===== src/rtl/ssx_pkg.sv =====
package ssx_pkg;
  localparam int DIV_W = 16;
  localparam int FLD_W = 2;

  typedef enum logic [1:0] {
    MODE_ASYNC = 2'd0,
    MODE_NRZI  = 2'd1,
    MODE_SYNC  = 2'd2
  } mode_e;

  typedef struct packed {
    mode_e            mode;
    logic [DIV_W-1:0] div;
    logic [FLD_W-1:0] start_m1;
    logic [FLD_W-1:0] stop_m1;
    logic             par_en;
    logic             clk_fall;
  } cfg_t;
endpackage


===== src/rtl/ssx_tx.sv =====
module ssx_tx
  import ssx_pkg::*;
#(
  parameter int DW  = 8,
  parameter int OVS = 16
) (
  input  logic          clk,
  input  logic          rst,
  input  cfg_t          cfg,
  input  logic [DW-1:0] data,
  input  logic          par,
  input  logic          valid,
  output logic          ready,
  output logic          sd,
  output logic          sclk
);
  localparam int MAXF = 1 << FLD_W;
  localparam int FW   = 2 * MAXF + DW + 1;
  localparam int LW   = $clog2(FW + 1);
  localparam int SW   = $clog2(OVS);

  logic             busy;
  logic [FW-1:0]    sh, frame;
  logic [LW-1:0]    left, flen;
  logic [DIV_W-1:0] pre;
  logic [SW-1:0]    sub;
  logic [DW:0]      body;

  always_comb begin
    body = {cfg.par_en ? par : 1'b1, data};
    if (cfg.mode == MODE_ASYNC) begin
      frame = {{(FW-DW-1){1'b1}}, body} << (int'(cfg.start_m1) + 1);
      flen  = LW'(cfg.start_m1) + LW'(cfg.stop_m1) + LW'(DW + 2) + LW'(cfg.par_en);
    end else begin
      frame = FW'(data);
      flen  = LW'(DW);
    end
  end

  function automatic logic enc(input logic b, input logic cur, input mode_e m);
    return (m == MODE_NRZI) ? (b ? cur : ~cur) : b;
  endfunction

  assign ready = ~busy;

  always_ff @(posedge clk) begin
    if (rst) begin
      busy <= 1'b0;
      sd   <= 1'b1;
      sclk <= 1'b0;
      pre  <= '0;
      sub  <= '0;
      sh   <= '0;
      left <= '0;
    end else if (!busy) begin
      sclk <= cfg.clk_fall;
      if (cfg.mode == MODE_ASYNC) sd <= 1'b1;
      if (valid) begin
        busy <= 1'b1;
        pre  <= cfg.div;
        sub  <= '0;
        sd   <= enc(frame[0], sd, cfg.mode);
        sh   <= frame >> 1;
        left <= flen - LW'(1);
      end
    end else if (pre == '0) begin
      pre <= cfg.div;
      sub <= (sub == SW'(OVS-1)) ? '0 : sub + SW'(1);
      if (sub == SW'(OVS/2-1) && cfg.mode == MODE_SYNC) sclk <= ~cfg.clk_fall;
      if (sub == SW'(OVS-1)) begin
        sclk <= cfg.clk_fall;
        if (left == '0) begin
          busy <= 1'b0;
        end else begin
          sd   <= enc(sh[0], sd, cfg.mode);
          sh   <= sh >> 1;
          left <= left - LW'(1);
        end
      end
    end else begin
      pre <= pre - DIV_W'(1);
    end
  end
endmodule


===== src/rtl/ssx_rx.sv =====
module ssx_rx
  import ssx_pkg::*;
#(
  parameter int DW  = 8,
  parameter int OVS = 16
) (
  input  logic          clk,
  input  logic          rst,
  input  cfg_t          cfg,
  input  logic          sd_in,
  input  logic          sclk_in,
  input  logic          rdy,
  output logic [DW-1:0] data,
  output logic          par,
  output logic          ferr,
  output logic          valid
);
  localparam int MAXF = 1 << FLD_W;
  localparam int FW   = 2 * MAXF + DW + 1;
  localparam int LW   = $clog2(FW + 1);
  localparam int SW   = $clog2(OVS);
  localparam int CW   = $clog2(DW);

  logic [2:0]       sdq, ckq, vote;
  logic             act, refl, ferr_q, par_q, maj, bitv, ck_act, trig, nrzi;
  logic [LW-1:0]    pos, last, ns;
  logic [DIV_W-1:0] pre;
  logic [SW-1:0]    sub;
  logic [DW-1:0]    shd, shd_n;
  logic [CW-1:0]    scnt;

  assign nrzi   = (cfg.mode == MODE_NRZI);
  assign ns     = LW'(cfg.start_m1) + LW'(1);
  assign maj    = (vote[0] & vote[1]) | (vote[0] & vote[2]) | (vote[1] & vote[2]);
  assign bitv   = nrzi ? (maj == refl) : maj;
  assign shd_n  = {bitv, shd[DW-1:1]};
  assign ck_act = cfg.clk_fall ? (ckq[2] & ~ckq[1]) : (~ckq[2] & ckq[1]);
  assign trig   = nrzi ? (sdq[2] ^ sdq[1]) : (sdq[2] & ~sdq[1]);

  always_ff @(posedge clk) begin
    if (rst) begin
      sdq <= '1; ckq <= '0; vote <= '0;
      act <= 1'b0; refl <= 1'b0; ferr_q <= 1'b0; par_q <= 1'b0;
      pos <= '0; last <= '0; pre <= '0; sub <= '0; shd <= '0; scnt <= '0;
      data <= '0; par <= 1'b0; ferr <= 1'b0; valid <= 1'b0;
    end else begin
      sdq <= {sdq[1:0], sd_in};
      ckq <= {ckq[1:0], sclk_in};
      if (valid && rdy) valid <= 1'b0;
      if (cfg.mode == MODE_SYNC) begin
        act <= 1'b0;
        if (ck_act) begin
          shd  <= {sdq[1], shd[DW-1:1]};
          scnt <= scnt + CW'(1);
          if (scnt == CW'(DW-1)) begin
            data  <= {sdq[1], shd[DW-1:1]};
            ferr  <= 1'b0;
            valid <= 1'b1;
          end
        end
      end else if (!act) begin
        scnt <= '0;
        if (trig) begin
          act    <= 1'b1;
          pos    <= '0;
          pre    <= cfg.div;
          sub    <= '0;
          refl   <= sdq[2];
          ferr_q <= 1'b0;
          last   <= nrzi ? LW'(DW-1)
                         : ns + LW'(cfg.stop_m1) + LW'(DW) + LW'(cfg.par_en);
        end
      end else if (pre == '0) begin
        pre <= cfg.div;
        sub <= (sub == SW'(OVS-1)) ? '0 : sub + SW'(1);
        if (sub >= SW'(OVS/2-1) && sub <= SW'(OVS/2+1)) vote <= {vote[1:0], sdq[1]};
        if (sub == SW'(OVS-1)) begin
          pos <= pos + LW'(1);
          if (nrzi) begin
            refl <= maj;
            shd  <= shd_n;
          end else if (pos < ns) begin
            if (maj) act <= 1'b0;
          end else if (pos < ns + LW'(DW)) begin
            shd <= shd_n;
          end else if (cfg.par_en && pos == ns + LW'(DW)) begin
            par_q <= maj;
          end else if (!maj) begin
            ferr_q <= 1'b1;
          end
          if (pos == last) begin
            act   <= 1'b0;
            valid <= 1'b1;
            data  <= nrzi ? shd_n : shd;
            ferr  <= ~nrzi & (ferr_q | ~maj);
            par   <= par_q;
          end
        end
      end else begin
        pre <= pre - DIV_W'(1);
      end
    end
  end
endmodule


===== src/rtl/ssx_engine.sv =====
module ssx_engine
  import ssx_pkg::*;
#(
  parameter int DW  = 8,
  parameter int OVS = 16
) (
  input  logic             clk,
  input  logic             rst,
  input  logic [1:0]       cfg_mode,
  input  logic [DIV_W-1:0] cfg_div,
  input  logic [FLD_W-1:0] cfg_start,
  input  logic [FLD_W-1:0] cfg_stop,
  input  logic             cfg_par_en,
  input  logic             cfg_clk_fall,
  input  logic [DW-1:0]    tx_data,
  input  logic             tx_par,
  input  logic             tx_valid,
  output logic             tx_ready,
  output logic [DW-1:0]    rx_data,
  output logic             rx_par,
  output logic             rx_ferr,
  output logic             rx_valid,
  input  logic             rx_ready,
  output logic             sd_out,
  output logic             sclk_out,
  input  logic             sd_in,
  input  logic             sclk_in
);
  cfg_t cfg;

  always_comb begin
    cfg.mode     = (cfg_mode == 2'd3) ? MODE_SYNC : mode_e'(cfg_mode);
    cfg.div      = cfg_div;
    cfg.start_m1 = cfg_start;
    cfg.stop_m1  = cfg_stop;
    cfg.par_en   = cfg_par_en;
    cfg.clk_fall = cfg_clk_fall;
  end

  ssx_tx #(.DW(DW), .OVS(OVS)) u_tx (
    .clk(clk), .rst(rst), .cfg(cfg), .data(tx_data), .par(tx_par),
    .valid(tx_valid), .ready(tx_ready), .sd(sd_out), .sclk(sclk_out)
  );

  ssx_rx #(.DW(DW), .OVS(OVS)) u_rx (
    .clk(clk), .rst(rst), .cfg(cfg), .sd_in(sd_in), .sclk_in(sclk_in),
    .rdy(rx_ready), .data(rx_data), .par(rx_par), .ferr(rx_ferr), .valid(rx_valid)
  );
endmodule


===== config.mk =====
export PLATFORM = sky130hd
export DESIGN_NAME = ssx_engine
export DESIGN_NICKNAME = d
export VERILOG_FILES = /design/src/rtl/ssx_pkg.sv /design/src/rtl/ssx_tx.sv /design/src/rtl/ssx_rx.sv /design/src/rtl/ssx_engine.sv
export SDC_FILE = /design/constraint.sdc
export NUM_CORES = 1
export LEC_CHECK = 0
export CORE_MARGIN = 8
export CORE_UTILIZATION = 55
export DETAILED_ROUTE_END_ITERATION = 10
export DONT_BUFFER_PORTS = 1
export GPL_ROUTABILITY_DRIVEN = 1
export PLACE_DENSITY = 0.72
export SETUP_SLACK_MARGIN = 0.02
export SYNTH_ARGS = -nofsm -noshare
export SYNTH_HDL_FRONTEND = slang
export SYNTH_HIERARCHICAL = 1
export SYNTH_SLANG_ARGS = --single-unit
export TNS_END_PERCENT = 10

===== constraint.sdc =====
create_clock -name clk -period 5.9 [get_ports clk]
set_clock_uncertainty 0.1 [all_clocks]
set_input_delay 1.18 -clock clk [delete_from_list [all_inputs] [get_ports clk]]
set_output_delay 1.18 -clock clk [all_outputs]
set_load 0.1 [all_outputs]

**Word level (Yosys, flattened, before mapping)**

Cells that the tools add are included.

- Input bits: 39
- Flip-flop bits (word level): 110
- Output and inout port bits: 14

- Add/subtract/negate cells: 17
- $lt $le $gt $ge: 4
- Bitwise operators: 23
- Multiplexer cells: 111
- Reductions and logical operators: 33
- Equal/unequal tests: 28
- Shift-type cells: 1

Operators with widths:

| cell | count |
|---|---|
| 8-bit two-way mux | 16 |
| 17-bit two-way mux | 6 |
| 16-bit two-way mux | 6 |
| 1-bit two-way mux | 60 |
| 5-bit two-way mux | 11 |
| 16-bit zero test | 2 |
| 4-bit two-way mux | 8 |
| 17-bit by 32-bit left shift with 17-bit output | 1 |
| 16-bit by 1-bit subtractor with 16-bit output (second input constant) | 2 |
| 2-bit != test (second input constant) | 13 |
| 6-bit AND reduction | 3 |
| 5-bit by 4-bit adder with 5-bit output (second input constant) | 3 |
| 1-bit inverter | 12 |
| 4-bit AND reduction | 3 |
| 2-bit nonzero test | 6 |
| 5-bit by 1-bit adder with 5-bit output | 2 |
| 5-bit equality test | 2 |
| 5-bit < comparator | 2 |
| 5-bit AND reduction | 2 |
| 5-bit by 1-bit subtractor with 5-bit output (second input constant) | 2 |
| 3-bit two-way mux | 3 |
| 9-bit AND reduction | 1 |
| 4-bit by 1-bit adder with 4-bit output (second input constant) | 2 |
| 4-bit equality test (second input constant) | 2 |
| other kinds (28) | 47 |

**Longest topological paths before layout**

Gate-level depths: netlist (run 1).

- Word-level depth: 12
- Gate-level depth with buffers: 11
- Mapped depth without buffers: 10

**Cells and area by module**

Netlist (run 1), hierarchy kept.

Modules (own cells, without submodules):

| module | cells an instance | area an instance (µm²) | times used | seq. area each (µm²) |
|---|---|---|---|---|
| ssx_rx | 420 | 3559.7 | 1 | 1301.2 |
| ssx_tx | 396 | 3165.5 | 1 | 880.8 |
| ssx_engine | 2 | 10.0 | 1 | 0.0 |

**Worst setup path before layout (run 1)**

No wires, ideal clock.

- Path type: input port to flip-flop
- Start point: in cfg_mode[0]
- End point: reg u_rx.pos[2]
- Slack: 2579 ps
- Required time: 5741 ps
- Arrival time: 3162 ps
- Buffers on the path: 1
- Library setup time: 59 ps
- Stages on the path: 9
- Cell sequence: nor2b_1 > inv_1 > ha_1 > clkbuf_1 > nor2_1 > a21boi_1 > a21oi_2 > or4b_1 > nand2_1

- Word-level cells in the longest chain between the ends: 6
- Elaborated cells on any way between the ends: 8
- Those cells by class: 3 x eq/ne; 2 x mux; 1 x bitwise; 2 x reduce/logical

Ends and longest elaborated chain:

| element | RTL line | RTL |
|---|---|---|
| start: declaration | ssx_engine.sv:9 | `input logic [1:0] cfg_mode,` |
| 2-bit equality test | ssx_engine.sv:32 | `cfg.mode = (cfg_mode == 2'd3) ? MODE_SYNC : mode_e'(cfg_mode);` |
| 2-bit two-way mux (*) | ssx_engine.sv:32 |  |
| 2-bit by 1-bit equality test with 1-bit output | ssx_rx.sv:32 | `assign nrzi = (cfg.mode == MODE_NRZI);` |
| 1-bit two-way mux | ssx_rx.sv:38 | `assign trig = nrzi ? (sdq[2] ^ sdq[1]) : (sdq[2] & ~sdq[1]);` |
| 2-bit nonzero test (no source line) | - |  |
| 4-bit AND reduction (no source line) (*) | - |  |
| end signal: assignment | ssx_rx.sv:78 | `pos <= pos + LW'(1);` |
| end: declaration | ssx_rx.sv:26 | `logic [LW-1:0] pos, last, ns;` |

Mark *: on every way between the ends. The rest lies on a longest branch, timed or not.
A chain may end at the register's enable or synchronous reset.

**Final worst setup path (run 1)**

- Start point: in cfg_mode[0]
- End point: reg u_rx.pos[3]

The elaborated chain is that of the path after synthesis.

==> qor.csv, run 1 <==
stage,metric,value,unit
synth,Mean Syn Cell Area,8.234,µm²
power,internal power,1263,µW
sta,setup violators final,0,
power,P_sw,539.1,µW
sta,Setup Total Neg Slack,0,ns
worst_setup_path,critical path cell sequence,nor2b_1 > ha_1 > or2b_2 > a21boi_1 > a21oi_2 > or3_1 > a21boi_1,
place,Placed Instance Area,6760,µm²
cts,Clock Tree Root,clkbuf_16,
cells_and_area,post-route cell area,7056,µm²
synth,"Net Count, Synth",885,
place,I/O Buffers,0,
synth,Synth Register Bits,109,
synth,register area share after synthesis,32.40,%
cts,CTS resizes,0,
detailed_routing,Final ANT Viol Nets,0,
sta,Final Max Slew Viols,0,
worst_setup_path,startpoint types,input port,
sta,fmax,278.6,MHz
power,Net Sw Frac,29.92,%
global_route,antenna violations before repair,0,
detailed_routing,Detailed Route WL,17200,µm
global_route,first-pass GRT wire length,28140,µm
global_route,largest net degree at the start of global routing,91,
cts,setup bufs post-CTS,0,
power,Clk pwr share,34.1,%
power,Sequential Power Share,45.7,%
sta,RSZ-0062 raised after global routing,false,
die,FP Rows,40,
cts,CTS tree,done,
synth,ys async rst share,0,%
worst_setup_path,CP Class,in -> reg,
worst_setup_path,R2R depth,6,
power,Pwr Total,1802,µW
worst_setup_path,"Arr. time, crit path",3.76,ns
place,gpl congestion,0.8971,
place,dpl hpwl,12160,µm
sta,Slew HR,29.11,%
hold_path,worst min path class,reg -> reg,
synth,Syn Inst Count,818,
die,# IOs,53,
global_route,All-Layer GR Usage,21.25,%
die,core region area,11960,µm²
sta,final period utilization,60.83,%
worst_setup_path,"most used cell, CP",a21boi_1,
detailed_routing,Detailed Route Iter0 Violations,579,
power,Comb pwr share,20.3,%
cts,CTS Sinks,109,
worst_setup_path,Crit. End Element,flop,
worst_setup_path,Worst Path Max Fanout,13,
cts,Num CTS Buffers,9,
cts,clk slew on worst S/H paths,0.07,ns
cts,hold_buf cts,0,
synth,Yosys cell types,82,
detailed_routing,drt pass-1 iters,6,
status,status,"complete, no violations",
cts,Worst-Skew Late Latency,0.36,ns
power,Worst VDD drop,0.0001489,V
synth,"Cell Area, Synth",6735,µm²
global_route,vias in the first global route,5627,
hold_path,Hold Crit Depth,1,
power,static leakage power,0.002640,µW
cells_and_area,synthesis-to-layout area growth,4.756,%
cells_and_area,share of cells above drive strength 1,8.132,%
cells_and_area,ANT cells,0,
cells_and_area,filler instances,1057,
global_route,gr ovfl total,0,
detailed_routing,wire per inst,18.42,µm
power,PwrDens,255.4,nW/µm²
die,die area,16040,µm²
die,initial core utilization,56.31,%
worst_setup_path,"Data required, critical path",6.07,ns
synth,Ys Warns,6,
worst_setup_path,critical path's slowest cell,ha_1,
synth,number of synthesized flops with an enable pin,0,
die,die width,126.7,µm
detailed_routing,via count,6113,
detailed_routing,mean number of vias per cell,6.545,
job,Max Cap Viol,0,
sta,final period demand of the worst path,3.589,ns
sta,worst slew pin tran,1.062,ns
detailed_routing,# DRC,0,
cells_and_area,Nets,849,
die,Die Y,126.7,µm
sta,Final Hold Viols,0,
cts,CTS H-tree lvls,3,
synth,Synth Flop Type,dfxtp_1,
worst_setup_path,R2R setup slack,3.11,ns
cts,CTS max path bufs,2,
worst_setup_path,"slowest stage delay, CP",0.53,ns
[cells in the final DEF, fill, tap and decap left out, types with 4 or more instances in the layout]
master and instances:
a211oi_1 18, o31ai_1 4, o211ai_1 7, a21oi_1 60, nand4b_1 6, or3_1 7, buf_4 6, clkbuf_16 9
a31oi_1 12, a221oi_1 12, and2_1 8, mux2i_1 33, inv_1 37, o21ai_0 46, xnor2_1 10, mux2_2 5
nand3b_1 5, or2_2 5, ha_1 25, nor3_1 39, nor2_1 64, nor2b_1 14, dfxtp_1 109, xor2_1 6
mux4_2 5, nand2b_1 14, nand3_1 29, nand4_1 11, nor4_1 10, nand2_1 68, a22oi_1 4, and3_1 4
o311a_1 8
[Yosys cell counts, drive strengths merged (4+ instances only)]
master | number | area, µm²
and2 | 8 | 50.05
nor4b | 5 | 71.32
nand3b | 5 | 37.54
o311a | 8 | 80.08
nand4 | 12 | 81.33
ha | 25 | 312.8
o211ai | 7 | 52.55
nand4b | 6 | 52.55
clkbuf | 41 | 163.9
a211oi | 18 | 135.1
a21oi | 61 | 309.1
xnor2 | 10 | 87.58
nand3 | 29 | 145.1
mux4 | 5 | 112.6
mux2 | 5 | 56.30
inv | 37 | 138.9
nand2b | 14 | 87.58
a22oi | 4 | 30.03
dfxtp | 109 | 2182
mux2i | 33 | 330.3
buf | 12 | 67.56
or4 | 5 | 48.79
a221oi | 12 | 105.1
nor2 | 65 | 246.5
or2 | 5 | 31.28
o21ai | 47 | 235.2
xor2 | 6 | 52.55
nor2b | 14 | 87.58
and3 | 4 | 25.02
or3 | 9 | 58.80
a41oi | 4 | 35.03
nand2 | 68 | 255.2
nor4 | 14 | 138.9
a31oi | 13 | 81.33
o31ai | 5 | 42.54
nor3 | 39 | 195.2
[sequential cells by signal (all words and copies together), names as in the netlist, 3 cells and up]
name / count
u_rx/ckq: 3
u_rx/data: 8
u_rx/last: 5
u_rx/pos: 5
u_rx/pre: 16
u_rx/scnt: 3
u_rx/sdq: 3
u_rx/shd: 8
u_rx/sub: 4
u_rx/vote: 3
u_tx/left: 5
u_tx/pre: 16
u_tx/sh: 16
u_tx/sub: 4
[final cells by class]
class	count	area (µm²)	share of cell area (%)
multi-input cells	617	4203	59.57
flip-flops and latches	109	2182	30.93
clock buffers	13	250.2	3.547
well taps	147	183.9	2.607
inverters	39	146.4	2.075
clock inverters	3	45.04	0.6384
repair buffers	6	45.04	0.6384
[cells by family (layout without fill, tap and decap cells)]
logic type	Yosys count	after routing	synth area share, %
muxes	43	43	7.412
adders and majority gates	29	29	5.685
and+or+nand+nor	318	318	26.10
DFF	109	109	32.40
buffers and inverters	92	61	5.610
AOI/OAI and AO/OA	211	211	20.71
xor gates and xnor gates	16	16	2.081
[power by group through the flow]
stage,combinational [µW],clock [µW],sequential (µW)
floorplan,308,0,825
global placement,350,0,834
detailed placement,359,0,838
CTS,361,629,821
global route,404,659,826
finish,365,614,823
[stage by stage]
stage | instances | util [%] | worst slack (ns) | hold WS, ns
2_1_floorplan | 818 | - | 2.579 | 0.2895
3_3_place_gp | 918 | 56.52 | 2.043 | 0.3178
3_5_place_dp | 918 | 56.52 | 1.953 | 0.3220
4_1_cts | 934 | 58.99 | 2.321 | 0.3366
5_1_grt | 934 | 58.99 | 2.072 | 0.3597
6_report | 934 | 58.99 | 2.311 | 0.3249
[critical path: cells and delay by family]
kind,cells,cell delay [ns]
fa+ha+maj,1,0.53
simple gates,3,1.19
compound gates,3,0.86
[per-layer routing]
metal / vias up / routed length, µm / GRT usage (%)
li1: 2940 / - / -
met1: 2951 / 7578 / 26.49
met2: 191 / 8175 / 34.81
met3: 31 / 1133 / 5.404
met4: 0 / 316 / 7.698
met5: - / 0 / 0
[path summary, 6_finish.rpt]
kind | from | end
hold reg to reg | u_rx/sdq[0] | u_rx/sdq[1]
hold / removal | u_rx/sdq[0] | u_rx/sdq[1]
setup reg to reg | u_tx/busy | u_tx/sh[6]
setup / recovery | cfg_mode[0] | u_rx/pos[3]
No activity file was read; power rests on OpenSTA's default activity.
==> inputs of run 2 (changes only) <==
==> constraint.sdc (replaced) <==
create_clock -name clk -period 3.4 [get_ports clk]
set_clock_uncertainty 0.1 [all_clocks]
set_input_delay 0.68 -clock clk [delete_from_list [all_inputs] [get_ports clk]]
set_output_delay 0.68 -clock clk [all_outputs]
set_load 0.1 [all_outputs]
==> qor.csv, run 2 (same netlist as run 1, synthesis figures left out) <==
stage,metric,value,unit
cts,CTS max path bufs,2,
cts,CTS resizes,0,
cells_and_area,"commonest non-fill, non-tap cell in the layout",dfxtp_1,
sta,Setup Total Neg Slack,0,ns
worst_setup_path,R2R depth,5,
die,core region area,11960,µm²
worst_setup_path,R2R setup slack,0.59,ns
worst_setup_path,cell family with most CP delay,buffers and inverters,
place,Placed Instance Area,6835,µm²
sta,final period utilization,88.05,%
global_route,gr ovfl total,0,
worst_setup_path,critical path cell sequence,clkinv_1 > buf_4,
detailed_routing,Detailed Route WL,16980,µm
cts,CTS Sinks,109,
worst_setup_path,startpoint types,flop,
place,I/O Buffers,0,
die,FP Rows,40,
cts,Worst-Skew Late Latency,0.36,ns
sta,RSZ-0062 raised after global routing,false,
worst_setup_path,"slowest stage delay, CP",0.75,ns
power,PwrDens,440.6,nW/µm²
detailed_routing,Detailed Route Iter0 Violations,723,
sta,Final Max Slew Viols,0,
cts,setup bufs post-CTS,0,
global_route,antenna violations before repair,0,
cells_and_area,synthesis-to-layout area growth,5.945,%
worst_setup_path,RR Startpoint,u_tx/busy,
detailed_routing,wire per inst,17.98,µm
cells_and_area,Nets,859,
die,initial core utilization,56.31,%
die,die width,126.7,µm
cells_and_area,ANT cells,0,
sta,setup violators final,0,
sta,worst slew pin tran,1.008,ns
place,Setup WS pre-CTS,0.4548,ns
cells_and_area,largest registers,"u_rx/pre: 16 flops, u_tx/pre: 16 flops, u_tx/sh: 16 flops",
worst_setup_path,CP startpoint,u_tx/busy,
worst_setup_path,"Data required, critical path",2.62,ns
global_route,vias in the first global route,5789,
detailed_routing,Final ANT Viol Nets,0,
sta,Final Hold Viols,0,
job,Max Cap Viol,0,
sta,Setup WS post-layout,0.4063,ns
detailed_routing,drt pass-1 iters,5,
sta,fmax,334.0,MHz
cts,CTS H-tree lvls,3,
sta,Slew HR,32.69,%
cts,hold_buf cts,0,
worst_setup_path,Worst Path Max Fanout,19,
die,# IOs,53,
global_route,first-pass GRT wire length,28260,µm
place,gpl congestion,0.9058,
sta,hold_ws,0.2871,ns
cts,Clock Tree Root,clkbuf_16,
worst_setup_path,Levels on crit path,2,
power,Pwr Total,3144,µW
die,die area,16040,µm²
power,Worst VDD drop,0.0002498,V
cells_and_area,most frequent cells in the layout,"109 x dfxtp_1, 68 x nand2_1, 64 x nor2_1",
worst_setup_path,worst path bufs/invs,2,
sta,final period demand of the worst path,2.994,ns
cells_and_area,post-route cell area,7136,µm²
global_route,All-Layer GR Usage,21.05,%
hold_path,Hold Crit Depth,1,
worst_setup_path,CP Class,reg -> out,
worst_setup_path,critical path's slowest cell,dfxtp_1,
cts,Num CTS Buffers,9,
worst_setup_path,Crit. End Element,primary output,
status,status,"complete, no violations",
hold_path,hold wc startpoint,rst,
worst_setup_path,"Arr. time, crit path",2.21,ns
power,static leakage power,0.002699,µW
cts,clk slew on worst S/H paths,0.08,ns
cells_and_area,filler instances,1060,
cts,CTS tree,done,
detailed_routing,mean number of vias per cell,6.505,
cells_and_area,share of cells above drive strength 1,9.536,%
die,Die Y,126.7,µm
detailed_routing,# DRC,0,
hold_path,worst min path class,in -> reg,
global_route,largest net degree at the start of global routing,91,
detailed_routing,via count,6141,
place,dpl hpwl,12310,µm
==> run 2: cell type report <==
class                           count  area (µm²)  area share [%]
Tap cell                          147       183.9           2.578
Timing Repair Buffer               16       120.1           1.683
Clock inverter                      6       71.32          0.9995
Clock buffer                       10       229.0           3.209
Multi-Input combinational cell    617        4203           58.90
Sequential cell                   109        2182           30.58
Inverter                           39       146.4           2.052
==> run 2: power by group <==
group | total (µW) | internal, µW | switching, µW
Combinational | 643 | 268 | 375
Clock | 1070 | 580 | 492
Sequential | 1430 | 1340 | 91.1
Total | 3140 | 2190 | 958
==> run 2: layer usage <==
metal / wire, µm / share of wire (%) / up-vias / track usage [%]
met1: 7445 / 44 / 2930 / 26.25
met4: 367 / 2.2 / 0 / 8.188
li1: - / - / 2964 / -
met5: 0 / 0 / - / 0
met3: 1049 / 6.2 / 35 / 4.525
met2: 8112 / 48 / 212 / 34.81
==> run 2: stage by stage <==
step	utilization (%)	cells
floorplan	-	818
CTS	59.65	944
global placement	57.14	928
finish	59.65	944
global route	59.65	944
detailed placement	57.14	928
==> run 2: worst register-to-register path, cell delays in order (launching register included) <==
cell and delay, ns:
dfxtp_1 0.75, nor4b_2 0.40, nand4_2 0.25, o31a_1 0.65, a2111oi_4 0.45, nor3_1 0.09
==> run 2: worst paths after layout <==
check	end
worst max register to register	u_tx/sh[6]
worst min register to register	u_rx/sdq[1]
worst max-delay path	tx_ready
worst min-delay path	u_rx/pre[0]
==> inputs of run 3 (changes only) <==
--- a/config.mk
+++ b/config.mk
@@ -7,6 +7,7 @@
 export LEC_CHECK = 0
 export CORE_MARGIN = 8
 export CORE_UTILIZATION = 55
+export CTS_BUF_LIST = sky130_fd_sc_hd__clkbuf_2
 export DETAILED_ROUTE_END_ITERATION = 10
 export DONT_BUFFER_PORTS = 1
 export GPL_ROUTABILITY_DRIVEN = 1
==> qor.csv, run 3 (same netlist as run 1, synthesis figures left out) <==
stage,metric,value,unit
worst_setup_path,"slowest stage delay, CP",0.87,ns
power,PwrDens,387.4,nW/µm²
cts,clk slew on worst S/H paths,0.33,ns
worst_setup_path,Crit. End Element,primary output,
worst_setup_path,worst path bufs/invs,2,
detailed_routing,mean number of vias per cell,6.477,
cells_and_area,"commonest non-fill, non-tap cell in the layout",dfxtp_1,
worst_setup_path,"Arr. time, crit path",2.44,ns
cells_and_area,most frequent cells in the layout,"109 x dfxtp_1, 68 x nand2_1, 64 x nor2_1",
sta,Final Max Slew Viols,0,
cts,Clock Tree Root,clkbuf_2,
sta,final period demand of the worst path,3.223,ns
worst_setup_path,"Data required, critical path",2.62,ns
worst_setup_path,reg2reg end,u_tx/sh[6],
global_route,antenna violations before repair,0,
detailed_routing,wire per inst,18.16,µm
job,Max Cap Viol,0,
cts,Num CTS Buffers,9,
sta,Slew HR,32.66,%
cts,setup bufs post-CTS,0,
die,initial core utilization,56.31,%
sta,setup violators final,0,
worst_setup_path,R2R depth,5,
place,placed cell count,928,
cells_and_area,Non-Filler Instances,952,
worst_setup_path,critical path cell sequence,clkinvlp_4 > buf_4,
die,# IOs,53,
status,status,"complete, no violations",
place,gpl congestion,0.9058,
sta,fmax,310.3,MHz
worst_setup_path,cell family with most CP delay,buffers and inverters,
hold_path,Hold EP,u_tx/pre[5],
worst_setup_path,critical path's slowest cell,dfxtp_1,
hold_path,hold wc startpoint,cfg_div[5],
die,FP Rows,40,
power,Worst VDD drop,0.0002112,V
worst_setup_path,CP Class,reg -> out,
detailed_routing,# DRC,0,
cells_and_area,share of cells above drive strength 1,9.814,%
die,Die Y,126.7,µm
cells_and_area,Nets,867,
cts,CTS max path bufs,2,
detailed_routing,Detailed Route Iter0 Violations,581,
detailed_routing,Final ANT Viol Nets,0,
die,core region area,11960,µm²
worst_setup_path,startpoint types,flop,
place,Placed Instance Area,6835,µm²
sta,worst slew pin tran,1.010,ns
cells_and_area,largest registers,"u_rx/pre: 16 flops, u_tx/pre: 16 flops, u_tx/sh: 16 flops",
sta,final period utilization,94.79,%
cells_and_area,Final Util,59.01,%
cts,CTS Sinks,109,
die,die area,16040,µm²
global_route,largest net degree at the start of global routing,79,
place,I/O Buffers,0,
cells_and_area,synthesis-to-layout area growth,4.793,%
cells_and_area,post-route cell area,7058,µm²
detailed_routing,Detailed Route WL,17290,µm
cts,CTS tree,done,
worst_setup_path,RR Startpoint,u_tx/busy,
global_route,All-Layer GR Usage,21.44,%
hold_path,Hold Crit Depth,2,
hold_path,worst min path class,in -> reg,
detailed_routing,via count,6166,
place,dpl hpwl,12310,µm
cts,Worst-Skew Late Latency,0.65,ns
die,die width,126.7,µm
global_route,first-pass GRT wire length,28530,µm
sta,RSZ-0062 raised after global routing,false,
global_route,vias in the first global route,5830,
sta,Setup Total Neg Slack,0,ns
power,static leakage power,0.002669,µW
cts,CTS H-tree lvls,3,
global_route,gr ovfl total,0,
detailed_routing,drt pass-1 iters,5,
worst_setup_path,R2R setup slack,0.47,ns
cells_and_area,ANT cells,0,
worst_setup_path,Worst Path Max Fanout,19,
sta,Final Hold Viols,0,
cells_and_area,filler instances,1075,
run 3: layout make-up:
cell class	count	area (µm²)	share of cell area, %
clock buffers	10	50.05	0.7091
clock inverters	6	71.32	1.010
inverters	39	150.1	2.127
multi-input cells	617	4203	59.55
flip-flops and latches	109	2182	30.92
well taps	147	183.9	2.606
repair buffers	24	217.7	3.085
run 3: worst max-delay path by stage:
stage                     cells past startpoint          from      endpoint  slack [ns]
after CTS                                     2     u_tx/busy      tx_ready        0.04
after floorplan                               9   cfg_mode[0]   u_rx/pos[2]        0.58
after global placement                        8   cfg_mode[0]  u_rx/data[2]        0.53
after detailed placement                      9  cfg_start[0]  u_tx/left[3]        0.45
after global routing                          2     u_tx/busy      tx_ready        0.05
final                                         2     u_tx/busy      tx_ready        0.18
run 3: layer usage:
layer,vias up,GRT usage [%],part of all wire [%]
li1,2973,-,-
met1,2991,25.94,44
met2,168,36.13,48
met3,34,4.399,5.4
met4,0,9.377,2.6
met5,-,0,0
run 3: power breakdown:
| part | internal (µW) | switching, µW |
|---|---|---|
| registers | 1340 | 91.6 |
| logic | 277 | 392 |
| clock network | 181 | 448 |
run 3: stage by stage:
stage	setup slack, ns	total power (µW)	hold slack, ns
after floorplan	0.5789	1966	0.2895
after global placement	0.5339	2065	0.3210
after detailed placement	0.4548	2086	0.3098
after CTS	0.03724	2740	0.0007265
after global routing	0.04630	2885	0.004556
final	0.1771	2734	0.04458
run 3: what timing repair did:
action	CTS	global route
resized for setup	0	1
hold buffers	6	2
endpoints found under the setup margin	0	1
hold endpoints to repair	79	2
